File: src/rtl/ecc_err_log_pkg.sv
package ecc_err_log_pkg;

   typedef enum logic [1:0] {
      REG_ERRADDR = 2'd0,
      REG_STATUS  = 2'd1,
      REG_CMD     = 2'd2,
      REG_MODE    = 2'd3
   } cfg_reg_e;

   typedef enum logic [1:0] {
      MODE_OFF     = 2'd0,
      MODE_DETECT  = 2'd1,
      MODE_CORRECT = 2'd2,
      MODE_SCRUB   = 2'd3
   } integ_mode_e;

   localparam int unsigned CLS_SB  = 0;
   localparam int unsigned CLS_MB  = 1;
   localparam int unsigned NUM_CLS = 2;

   function automatic logic capture_allowed(input logic [1:0] mode);
      return mode != MODE_OFF;
   endfunction

endpackage

File: src/rtl/ecc_err_addr_log.sv
module ecc_err_addr_log #(
   parameter int unsigned BLK_W = 20
) (
   input  logic             clk,
   input  logic             rst_n,
   input  logic             cap_en,
   input  logic             hit_sb,
   input  logic             hit_mb,
   input  logic [BLK_W-1:0] blk_in,
   input  logic             clr_sb,
   input  logic             clr_mb,
   output logic [BLK_W-1:0] blk_q,
   output logic             sb_q,
   output logic             mb_q
);

   logic sb_keep;
   logic mb_keep;
   logic take;

   assign sb_keep = sb_q & ~clr_sb;
   assign mb_keep = mb_q & ~clr_mb;
   assign take    = cap_en & (hit_sb | hit_mb) & ~sb_keep & ~mb_keep;

   always_ff @(posedge clk) begin
      if (!rst_n) begin
         blk_q <= '0;
         sb_q  <= 1'b0;
         mb_q  <= 1'b0;
      end else if (take) begin
         blk_q <= blk_in;
         mb_q  <= hit_mb;
         sb_q  <= hit_sb & ~hit_mb;
      end else begin
         sb_q  <= sb_keep;
         mb_q  <= mb_keep;
      end
   end

endmodule

File: src/rtl/ecc_err_row_log.sv
module ecc_err_row_log #(
   parameter int unsigned ROW_W = 3
) (
   input  logic             clk,
   input  logic             rst_n,
   input  logic             cap_en,
   input  logic             hit,
   input  logic [ROW_W-1:0] row_in,
   input  logic             clr,
   output logic             flag_q,
   output logic [ROW_W-1:0] row_q
);

   logic flag_keep;

   assign flag_keep = flag_q & ~clr;

   always_ff @(posedge clk) begin
      if (!rst_n) begin
         flag_q <= 1'b0;
         row_q  <= '0;
      end else if (cap_en && hit && !flag_keep) begin
         flag_q <= 1'b1;
         row_q  <= row_in;
      end else begin
         flag_q <= flag_keep;
      end
   end

endmodule

File: src/rtl/ecc_err_cfg_regs.sv
module ecc_err_cfg_regs
   import ecc_err_log_pkg::*;
#(
   parameter int unsigned DATA_W      = 32,
   parameter int unsigned BLOCK_SHIFT = 12,
   parameter int unsigned ROW_W       = 3,
   parameter int unsigned STATUS_W    = 16,
   localparam int unsigned BLK_W      = DATA_W - BLOCK_SHIFT,
   localparam int unsigned FIELD_W    = ROW_W + 1
) (
   input  logic                     clk,
   input  logic                     rst_n,
   input  logic [1:0]               cfg_sel,
   input  logic                     cfg_we,
   input  logic [DATA_W-1:0]        cfg_wdata,
   input  logic [BLK_W-1:0]         blk_q,
   input  logic                     addr_sb_q,
   input  logic                     addr_mb_q,
   input  logic [NUM_CLS-1:0]       cls_flag_q,
   input  logic [NUM_CLS*ROW_W-1:0] cls_row_q,
   output logic [DATA_W-1:0]        cfg_rdata,
   output logic                     clr_addr_sb,
   output logic                     clr_addr_mb,
   output logic [NUM_CLS-1:0]       clr_cls,
   output logic [NUM_CLS-1:0]       cmd_en,
   output logic [1:0]               mode_q
);

   logic                wr_addr;
   logic                wr_status;
   logic                wr_cmd;
   logic                wr_mode;
   logic [STATUS_W-1:0] status_word;
   logic [DATA_W-1:0]   addr_word;

   assign wr_addr   = cfg_we && (cfg_sel == REG_ERRADDR);
   assign wr_status = cfg_we && (cfg_sel == REG_STATUS);
   assign wr_cmd    = cfg_we && (cfg_sel == REG_CMD);
   assign wr_mode   = cfg_we && (cfg_sel == REG_MODE);

   assign clr_addr_sb = wr_addr & cfg_wdata[0];
   assign clr_addr_mb = wr_addr & cfg_wdata[1];

   for (genvar c = 0; c < NUM_CLS; c++) begin : g_clr
      assign clr_cls[c] = wr_status & cfg_wdata[c*FIELD_W];
   end

   always_ff @(posedge clk) begin
      if (!rst_n) begin
         cmd_en <= '0;
         mode_q <= MODE_OFF;
      end else begin
         if (wr_cmd)  cmd_en <= cfg_wdata[NUM_CLS-1:0];
         if (wr_mode) mode_q <= cfg_wdata[1:0];
      end
   end

   always_comb begin
      status_word = '0;
      for (int c = 0; c < NUM_CLS; c++) begin
         status_word[c*FIELD_W]           = cls_flag_q[c];
         status_word[c*FIELD_W+1 +: ROW_W] = cls_row_q[c*ROW_W +: ROW_W];
      end
   end

   assign addr_word = {blk_q, {(BLOCK_SHIFT-2){1'b0}}, addr_mb_q, addr_sb_q};

   always_comb begin
      case (cfg_sel)
         REG_ERRADDR: cfg_rdata = addr_word;
         REG_STATUS:  cfg_rdata = {{(DATA_W-STATUS_W){1'b0}}, status_word};
         REG_CMD:     cfg_rdata = {{(DATA_W-NUM_CLS){1'b0}}, cmd_en};
         default:     cfg_rdata = {{(DATA_W-2){1'b0}}, mode_q};
      endcase
   end

endmodule

File: src/rtl/ecc_err_log.sv
module ecc_err_log
   import ecc_err_log_pkg::*;
#(
   parameter int unsigned ADDR_W      = 32,
   parameter int unsigned DATA_W      = 32,
   parameter int unsigned BLOCK_SHIFT = 12,
   parameter int unsigned ROW_W       = 3,
   parameter int unsigned STATUS_W    = 16,
   parameter bit          SERR_REG    = 1'b0,
   localparam int unsigned BLK_W      = ADDR_W - BLOCK_SHIFT
) (
   input  logic              clk,
   input  logic              rst_n,
   input  logic              err_sb,
   input  logic              err_mb,
   input  logic [ADDR_W-1:0] err_addr,
   input  logic [ROW_W-1:0]  err_row,
   input  logic [1:0]        cfg_sel,
   input  logic              cfg_we,
   input  logic [DATA_W-1:0] cfg_wdata,
   output logic [DATA_W-1:0] cfg_rdata,
   output logic              serr
);

   if (ADDR_W != DATA_W) begin : g_bad_width
      $error("ecc_err_log: ADDR_W must equal DATA_W");
   end
   if (BLOCK_SHIFT < 2 || BLOCK_SHIFT >= ADDR_W) begin : g_bad_shift
      $error("ecc_err_log: BLOCK_SHIFT out of range");
   end
   if (NUM_CLS*(ROW_W+1) > STATUS_W || STATUS_W > DATA_W) begin : g_bad_status
      $error("ecc_err_log: status fields do not fit");
   end

   logic                     cap_en;
   logic [BLK_W-1:0]         addr_blk_q;
   logic                     addr_sb_q;
   logic                     addr_mb_q;
   logic                     clr_addr_sb;
   logic                     clr_addr_mb;
   logic [NUM_CLS-1:0]       clr_cls;
   logic [NUM_CLS-1:0]       cls_flag_q;
   logic [NUM_CLS*ROW_W-1:0] cls_row_q;
   logic [NUM_CLS-1:0]       cls_hit;
   logic [NUM_CLS-1:0]       cmd_en;
   logic [1:0]               mode_q;
   logic                     serr_raw;

   assign cap_en          = capture_allowed(mode_q);
   assign cls_hit[CLS_SB] = err_sb;
   assign cls_hit[CLS_MB] = err_mb;

   ecc_err_addr_log #(.BLK_W(BLK_W)) u_addr (
      .clk    (clk),
      .rst_n  (rst_n),
      .cap_en (cap_en),
      .hit_sb (err_sb),
      .hit_mb (err_mb),
      .blk_in (err_addr[ADDR_W-1:BLOCK_SHIFT]),
      .clr_sb (clr_addr_sb),
      .clr_mb (clr_addr_mb),
      .blk_q  (addr_blk_q),
      .sb_q   (addr_sb_q),
      .mb_q   (addr_mb_q)
   );

   for (genvar c = 0; c < NUM_CLS; c++) begin : g_cls
      ecc_err_row_log #(.ROW_W(ROW_W)) u_row (
         .clk    (clk),
         .rst_n  (rst_n),
         .cap_en (cap_en),
         .hit    (cls_hit[c]),
         .row_in (err_row),
         .clr    (clr_cls[c]),
         .flag_q (cls_flag_q[c]),
         .row_q  (cls_row_q[c*ROW_W +: ROW_W])
      );
   end

   ecc_err_cfg_regs #(
      .DATA_W      (DATA_W),
      .BLOCK_SHIFT (BLOCK_SHIFT),
      .ROW_W       (ROW_W),
      .STATUS_W    (STATUS_W)
   ) u_cfg (
      .clk         (clk),
      .rst_n       (rst_n),
      .cfg_sel     (cfg_sel),
      .cfg_we      (cfg_we),
      .cfg_wdata   (cfg_wdata),
      .blk_q       (addr_blk_q),
      .addr_sb_q   (addr_sb_q),
      .addr_mb_q   (addr_mb_q),
      .cls_flag_q  (cls_flag_q),
      .cls_row_q   (cls_row_q),
      .cfg_rdata   (cfg_rdata),
      .clr_addr_sb (clr_addr_sb),
      .clr_addr_mb (clr_addr_mb),
      .clr_cls     (clr_cls),
      .cmd_en      (cmd_en),
      .mode_q      (mode_q)
   );

   assign serr_raw = |(cmd_en & cls_flag_q);

   if (SERR_REG) begin : g_serr_ff
      always_ff @(posedge clk) begin
         if (!rst_n) serr <= 1'b0;
         else        serr <= serr_raw;
      end
   end else begin : g_serr_comb
      assign serr = serr_raw;
   end

endmodule

File: config.mk
export PLATFORM = sky130hd
export DESIGN_NAME = ecc_err_log
export DESIGN_NICKNAME = d
export VERILOG_FILES = /design/src/rtl/ecc_err_log_pkg.sv /design/src/rtl/ecc_err_addr_log.sv /design/src/rtl/ecc_err_row_log.sv /design/src/rtl/ecc_err_cfg_regs.sv /design/src/rtl/ecc_err_log.sv
export SDC_FILE = /design/constraint.sdc
export NUM_CORES = 1
export LEC_CHECK = 0
export ABC_AREA = 1
export BUFFER_PORTS_ARGS = -buffer_cell sky130_fd_sc_hd__buf_2
export CORE_ASPECT_RATIO = 0.75
export CORE_MARGIN = 2
export CORE_UTILIZATION = 47
export DETAILED_ROUTE_END_ITERATION = 7
export PLACE_DENSITY = 0.85
export REMOVE_ABC_BUFFERS = 1
export SLEW_MARGIN = 25
export SYNTH_ARGS = -nofsm -noshare
export SYNTH_HDL_FRONTEND = slang
export SYNTH_SLANG_ARGS = --single-unit
File: constraint.sdc
create_clock -name clk -period 3.9 [get_ports clk]
set_clock_uncertainty 0.1 [all_clocks]
set_input_delay 0.585 -clock clk [delete_from_list [all_inputs] [get_ports clk]]
set_output_delay 0.585 -clock clk [all_outputs]
set_load 0.02 [all_outputs]
==> results of run 1 <==
[area by class of cell]
class | instances | area (µm²)
clock buffer | 7 | 86.33
multi-input combinational | 175 | 808.3
timing repair buffer | 62 | 312.8
inverter | 82 | 307.8
tap | 52 | 65.06
sequential | 34 | 680.7
clock inverter | 1 | 5.005
fill | 410 | 1490
[per-layer routing]
metal	share of wire [%]	global-route usage, %	up-vias
met5	0	0	-
met4	1.1	7.398	0
met3	7.1	3.681	4
met2	45	34.46	63
met1	47	22.10	815
li1	-	-	1006
[cells in the final DEF, fill, tap and decap left out]
| cell | Yosys | final |
|---|---|---|
| nand2_1 | 42 | 42 |
| a21oi_1 | 16 | 15 |
| a21oi_2 | 0 | 1 |
| o2111ai_1 | 1 | 1 |
| o22ai_1 | 1 | 1 |
| o21ai_0 | 6 | 6 |
| inv_1 | 81 | 81 |
| inv_2 | 1 | 1 |
| dfxtp_1 | 34 | 34 |
| clkinv_2 | 0 | 1 |
| conb_1 | 1 | 4 |
| nand3_2 | 1 | 1 |
| nor2_4 | 1 | 1 |
| buf_2 | 4 | 61 |
| nand3_1 | 15 | 15 |
| nand4_1 | 20 | 20 |
| clkbuf_8 | 0 | 6 |
| nor2_1 | 56 | 56 |
| nand2_2 | 12 | 12 |
| buf_4 | 5 | 1 |
| clkbuf_1 | 4 | 1 |
[through the flow]
step	power (W)	worst slack [ps]	instances	hold slack (ps)	area, µm²
finish	0.0008200	1499	413	369.0	2266
global route	0.0008619	1357	413	399.8	2266
CTS	0.0008244	1506	413	368.8	2266
detailed placement	0.0005618	1499	405	358.7	2175
global placement	0.0005574	1524	405	356.4	2175
floorplan	0.0005078	1475	291	338.3	1793
[synthesized netlist by cell type]
library cell / n / area [µm²]
inv_1: 81 / 304.0
buf_4: 5 / 37.54
nor2_4: 1 / 11.26
buf_6: 2 / 22.52
nand2_2: 12 / 75.07
nand3_1: 15 / 75.07
nand4_1: 20 / 125.1
inv_2: 1 / 3.750
conb_1: 1 / 3.750
buf_2: 4 / 20.02
o21ai_0: 6 / 30.03
buf_1: 2 / 7.510
o22ai_1: 1 / 6.260
nor2_1: 56 / 210.2
nand3_2: 1 / 10.01
o2111ai_1: 1 / 8.760
clkbuf_1: 4 / 15.01
a21oi_1: 16 / 80.08
dfxtp_1: 34 / 680.7
nand2_1: 42 / 157.7
[worst register-to-register path, stage by stage (launching register included)]
cell     delay (ps)
dfxtp_1         340
nor2_1           90
a21oi_2         110
buf_4           270
nand3_2         470
nand2_1         220
inv_2            40
nor2_1           90
[state kept, by name, indices dropped and copies added (netlist names)]
signal / cells
g_cls.u_row.row_q: 6
g_cls.u_row.flag_q: 2
u_addr.mb_q: 1
u_cfg.cmd_en: 2
u_addr.sb_q: 1
u_cfg.mode_q: 2
u_addr.blk_q: 20
[worst min path at each step]
stage | start | to | slack (ps) | cells past startpoint
final | u_cfg.mode_q[0]$_SDFFE_PN0P_ | u_cfg.mode_q[0]$_SDFFE_PN0P_ | 370 | 2
after detailed placement | u_cfg.mode_q[0]$_SDFFE_PN0P_ | u_cfg.mode_q[0]$_SDFFE_PN0P_ | 360 | 2
after global routing | u_cfg.mode_q[0]$_SDFFE_PN0P_ | u_cfg.mode_q[0]$_SDFFE_PN0P_ | 400 | 2
after floorplan | u_cfg.mode_q[0]$_SDFFE_PN0P_ | u_cfg.mode_q[0]$_SDFFE_PN0P_ | 340 | 2
after CTS | u_cfg.mode_q[0]$_SDFFE_PN0P_ | u_cfg.mode_q[0]$_SDFFE_PN0P_ | 370 | 2
after global placement | u_cfg.mode_q[0]$_SDFFE_PN0P_ | u_cfg.mode_q[0]$_SDFFE_PN0P_ | 360 | 2
[where the power goes]
part / internal, W / total [W] / switching [W]
registers: 0.000374 / 0.000383 / 0.00000865
logic: 0.0000607 / 0.000172 / 0.000111
clock network: 0.000142 / 0.000265 / 0.000122
total: 0.000578 / 0.000820 / 0.000242
[cell families (layout without fill, tap and decap cells)]
kind of cell | after synthesis | count (layout)
flip-flops | 34 | 34
buffers and inverters | 99 | 152
AO/OA/AOI/OAI | 24 | 24
other | 1 | 4
AND/OR/NAND/NOR | 147 | 147
==> impl_metrics.py, run 1 <==
metrics = {
    "timing": {
        "setup_violations": 0,
        "relSlewSlack_pct": 56.71,
        "grt_setup_unrepaired": "no",
        "tightest_slew_ps": 648.6,
        "fin_crit_ps": 2401,
        "post-route-period-util_pct": 61.56,
        "slew_viol_final": 0,
        "report.final.hold_viol_count": 0,
        "fin_tns_setup_ps": 0,
        "fmax_mhz": 416.5,
    },
    "yosys": {
        "synth_top_family_by_area": "simple AND/OR/NAND/NOR gates",
        "syn_area_um2": 1884,
        "yosys_warnings": 0,
        "synth_compound_gate_area_share_pct": 6.640,
        "synth_mux_area_share_pct": 0,
        "yosys.area_share.xor_xnor_pct": 0,
        "syn_avg_cell_area_um2": 6.178,
        "ys_seq_area_share_pct": 36.12,
        "yosys.area_share.simple_pct": 35.26,
        "synth_cell_types": 20,
        "ys_seq_elements": 34,
        "synth_fa_ha_area_share_pct": 0,
        "syn_inst": 305,
    },
    "final_layout": {
        "layout-drive-gt1-share_pct": 23.55,
        "antenna_cells": 0,
        "area_delta_synth_final_pct": 20.25,
        "final_util_pct": 60.33,
        "layout.nets": 434,
    },
    "clocking": {
        "cts_buffers": 5,
        "cts_resized": 0,
        "clock_path_buffers": 2,
        "cts_sinks": 34,
        "hold_buffers": 0,
        "clk_pin_slew_worst_paths_ps": 70,
        "post-cts-setup-buffers": 0,
        "cts_root_buf": "clkbuf_8",
        "clk-insertion-delay-late_ps": 280,
        "cts_tree": "yes",
        "htreeDepth": 2,
    },
    "critical_path": {
        "cp_slowest_stage_delay_ps": 200,
        "worst-path-stages": 8,
        "regToRegStartpoint": "u_cfg.mode_q[1]$_SDFFE_PN0P_",
        "reg2reg_to": "u_addr.blk_q[16]$_SDFFE_PN0P_",
        "crit_required_ps": 3210,
        "path_max_fanout": 7,
        "critPathArrivalTime_ps": 1720,
        "cpMaxStageDelayCell": "nor2_1",
        "end_kind": "output port",
        "r2r.worst_path.cells": 7,
        "crit_start": "cfg_sel[0]",
        "crit_type": "input port to output port",
        "path_buf_inv": 4,
        "path_cells": "buf_2 -> inv_1 -> nor2_1 -> inv_1 -> o21ai_0 -> a21oi_1 -> o21ai_0 -> buf_2",
        "crit_family": "buffers and inverters",
        "endpoint": "cfg_rdata[0]",
        "reg2reg_slack_ps": 2120,
        "critPathLaunchType": "input port",
    },
    "floorplanning": {
        "die_h_um": 58.84,
        "ios": 107,
        "die_area_um2": 4537,
        "rows": 19,
        "initial_core_util_pct": 50.17,
        "core_um2": 3756,
        "die_x_um": 77.12,
    },
    "drt": {
        "routed_wl_um": 4174,
        "vias_per_cell": 4.571,
        "firstDrtPassIters": 4,
        "vias": 1888,
        "drtIter0Drc": 73,
        "antenna_left": 0,
        "post-route-drc-count": 0,
        "wl_per_cell_um": 10.11,
    },
    "pwr": {
        "max-vdd-ir-drop_mv": 0.2561,
        "pwr_density_cell_nw_per_um2": 361.9,
        "power_leakage_nw": 1.234,
    },
    "place": {
        "port_buffers": 61,
        "gp_congestion": 0.7755,
        "hpwl_um": 2872,
    },
    "global_route": {
        "antenna_found_initial": 0,
        "grt_max_degree": 32,
        "grt_pass1_wl_um": 6837,
        "grt_overflow": 0,
        "grt_usage_pct": 18.77,
        "first_global_vias": 1629,
    },
    "status": {
        "outcome": "completed",
    },
    "job": {
        "maxCapViolations": 0,
    },
    "hold_path": {
        "hold_class": "flop to flop",
    },
}
Note: power is estimated with default switching activity, not from simulation.
==> run 2: changes to the inputs <==
Settings changed: CORE_UTILIZATION 47 to 40, PLACE_DENSITY 0.85 to 0.77.
Clock period 3.9 ns to 1.96 ns, I/O delays scaled along.
==> impl_metrics.py, run 2 (synthesized netlist as in run 1, its figures left out) <==
metrics = {
    "status": {
        "outcome": "completed",
    },
    "drt": {
        "wl_per_cell_um": 10.18,
        "routed_wl_um": 4305,
        "drt-met1-wl_um": 2076,
        "wl_met2_um": 1960,
        "vias": 1837,
        "drtIter0Drc": 55,
        "post-route-drc-count": 0,
        "antenna_left": 0,
        "vias_per_cell": 4.343,
        "firstDrtPassIters": 4,
        "routed.top_layer": "met4",
        "met3_length_um": 229,
    },
    "floorplanning": {
        "die_x_um": 83.25,
        "initial_core_util_pct": 41.94,
        "rows": 21,
        "core_um2": 4493,
        "die_area_um2": 5281,
        "die_h_um": 63.44,
        "ios": 107,
    },
    "critical_path": {
        "critPathLaunchType": "input port",
        "path_buf_inv": 3,
        "reg2reg_slack_ps": 530,
        "crit_family": "buffers and inverters",
        "path_cells": "buf_2 -> nor2_4 -> inv_1 -> nor2_1 -> buf_2",
        "end_kind": "output port",
        "cp_common_cell": "buf_2",
        "critPathArrivalTime_ps": 1330,
        "crit_type": "input port to output port",
        "cpMaxStageDelayCell": "inv_1",
        "crit_required_ps": 1570,
        "cp_slowest_stage_delay_ps": 490,
        "path_max_fanout": 20,
    },
    "clocking": {
        "cts_root_buf": "clkbuf_8",
        "clock_path_buffers": 2,
        "clk-insertion-delay-late_ps": 280,
        "hold_buffers": 0,
        "post-cts-setup-buffers": 0,
        "cts_buffers": 5,
        "htreeDepth": 2,
        "cts_resized": 0,
        "cts_tree": "yes",
        "cts_sinks": 34,
        "clk_pin_slew_worst_paths_ps": 70,
    },
    "place": {
        "place_area_um2": 2218,
        "port_buffers": 61,
        "hpwl_um": 2981,
        "gp_congestion": 0.7373,
    },
    "final_layout": {
        "final_common_cell": "inv_1",
        "layout.nets": 439,
        "reg_top3": "u_addr.blk_q x20, g_cls.u_row.row_q x6",
        "layout-drive-gt1-share_pct": 24.59,
        "final_area_um2": 2310,
        "largest_reg_flops": 20,
        "register_area_um2": 680.7,
        "multi_input_area_um2": 808.3,
        "antenna_cells": 0,
        "largest-register": "u_addr.blk_q",
        "layout_common_cells": "inv_1 (81), buf_2 (61), nor2_1 (56), nand2_1 (42), dfxtp_1 (34)",
        "fillCellCount": 464,
        "area_delta_synth_final_pct": 22.58,
    },
    "global_route": {
        "grt_overflow": 0,
        "antenna_found_initial": 0,
        "grt_pass1_wl_um": 7348,
        "grt_max_degree": 32,
        "grt_usage_pct": 17.17,
        "first_global_vias": 1659,
    },
    "timing": {
        "fmax_mhz": 579.4,
        "fin_crit_ps": 1726,
        "report.final.hold_viol_count": 0,
        "post-route-period-util_pct": 88.05,
        "relSlewSlack_pct": 56.22,
        "tightest_slew_ps": 656.0,
        "setup_violations": 0,
        "slew_viol_final": 0,
        "grt_setup_unrepaired": "no",
        "fin_tns_setup_ps": 0,
    },
    "pwr": {
        "power_leakage_nw": 1.257,
        "pwr_density_cell_nw_per_um2": 709.8,
        "max-vdd-ir-drop_mv": 0.3479,
    },
    "job": {
        "maxCapViolations": 0,
    },
    "hold_path": {
        "hold_class": "input port to flop",
    },
}
run 2: cell count changes in the layout (fill, tap and decap cells not counted), sizes merged:
cell,previous run,this run
buf,62,67
run 2: path summary, 6_finish.rpt:
check,startpoint,end,cells after the start
setup reg to reg,u_cfg.mode_q[1]$_SDFFE_PN0P_,u_addr.blk_q[16]$_SDFFE_PN0P_,7
hold / removal,err_addr[14],u_addr.blk_q[2]$_SDFFE_PN0P_,5
hold reg to reg,u_cfg.mode_q[0]$_SDFFE_PN0P_,u_cfg.mode_q[0]$_SDFFE_PN0P_,2
setup / recovery,cfg_sel[1],cfg_rdata[26],5
run 2: worst reg2reg max path, stage by stage, from the launching register on:
cell	delay, ps
dfxtp_1	310
nor2_1	260
a21oi_2	90
nand3_2	80
buf_4	280
nand2_1	110
inv_2	50
nor2_1	40
run 2: through the flow:
stage | hold slack (ps) | instances | setup WS (ps) | util, % | power, W
floorplan | 314.7 | 291 | -183.3 | - | 0.001010
global placement | 354.9 | 415 | 224.1 | 49.37 | 0.001120
detailed placement | 363.4 | 415 | 205.1 | 49.37 | 0.001130
CTS | 231.5 | 423 | 201.9 | 51.41 | 0.001655
global route | 247.8 | 423 | 129.2 | 51.41 | 0.001748
finish | 234.2 | 423 | 234.2 | 51.41 | 0.001640
run 2: where the power goes:
part / internal (W) / switching [W]
combinational: 0.000128 / 0.000223
clock: 0.000283 / 0.000242
sequential: 0.000745 / 0.0000178
total: 0.00116 / 0.000483
run 2: routing by layer:
| layer | vias to the layer above | global-route usage, % |
|---|---|---|
| met4 | 0 | 5.533 |
| met2 | 43 | 27.22 |
| met5 | - | 0 |
| li1 | 1017 | - |
| met1 | 772 | 23.11 |
| met3 | 5 | 4.063 |
run 2: final cells by class:
class / instances / share of cell area, %
sequential: 34 / 29.47
multi-input combinational: 175 / 34.99
clock inverter: 1 / 0.2167
clock buffer: 7 / 3.738
timing repair buffer: 67 / 15.17
inverter: 82 / 13.33
tap: 57 / 3.088
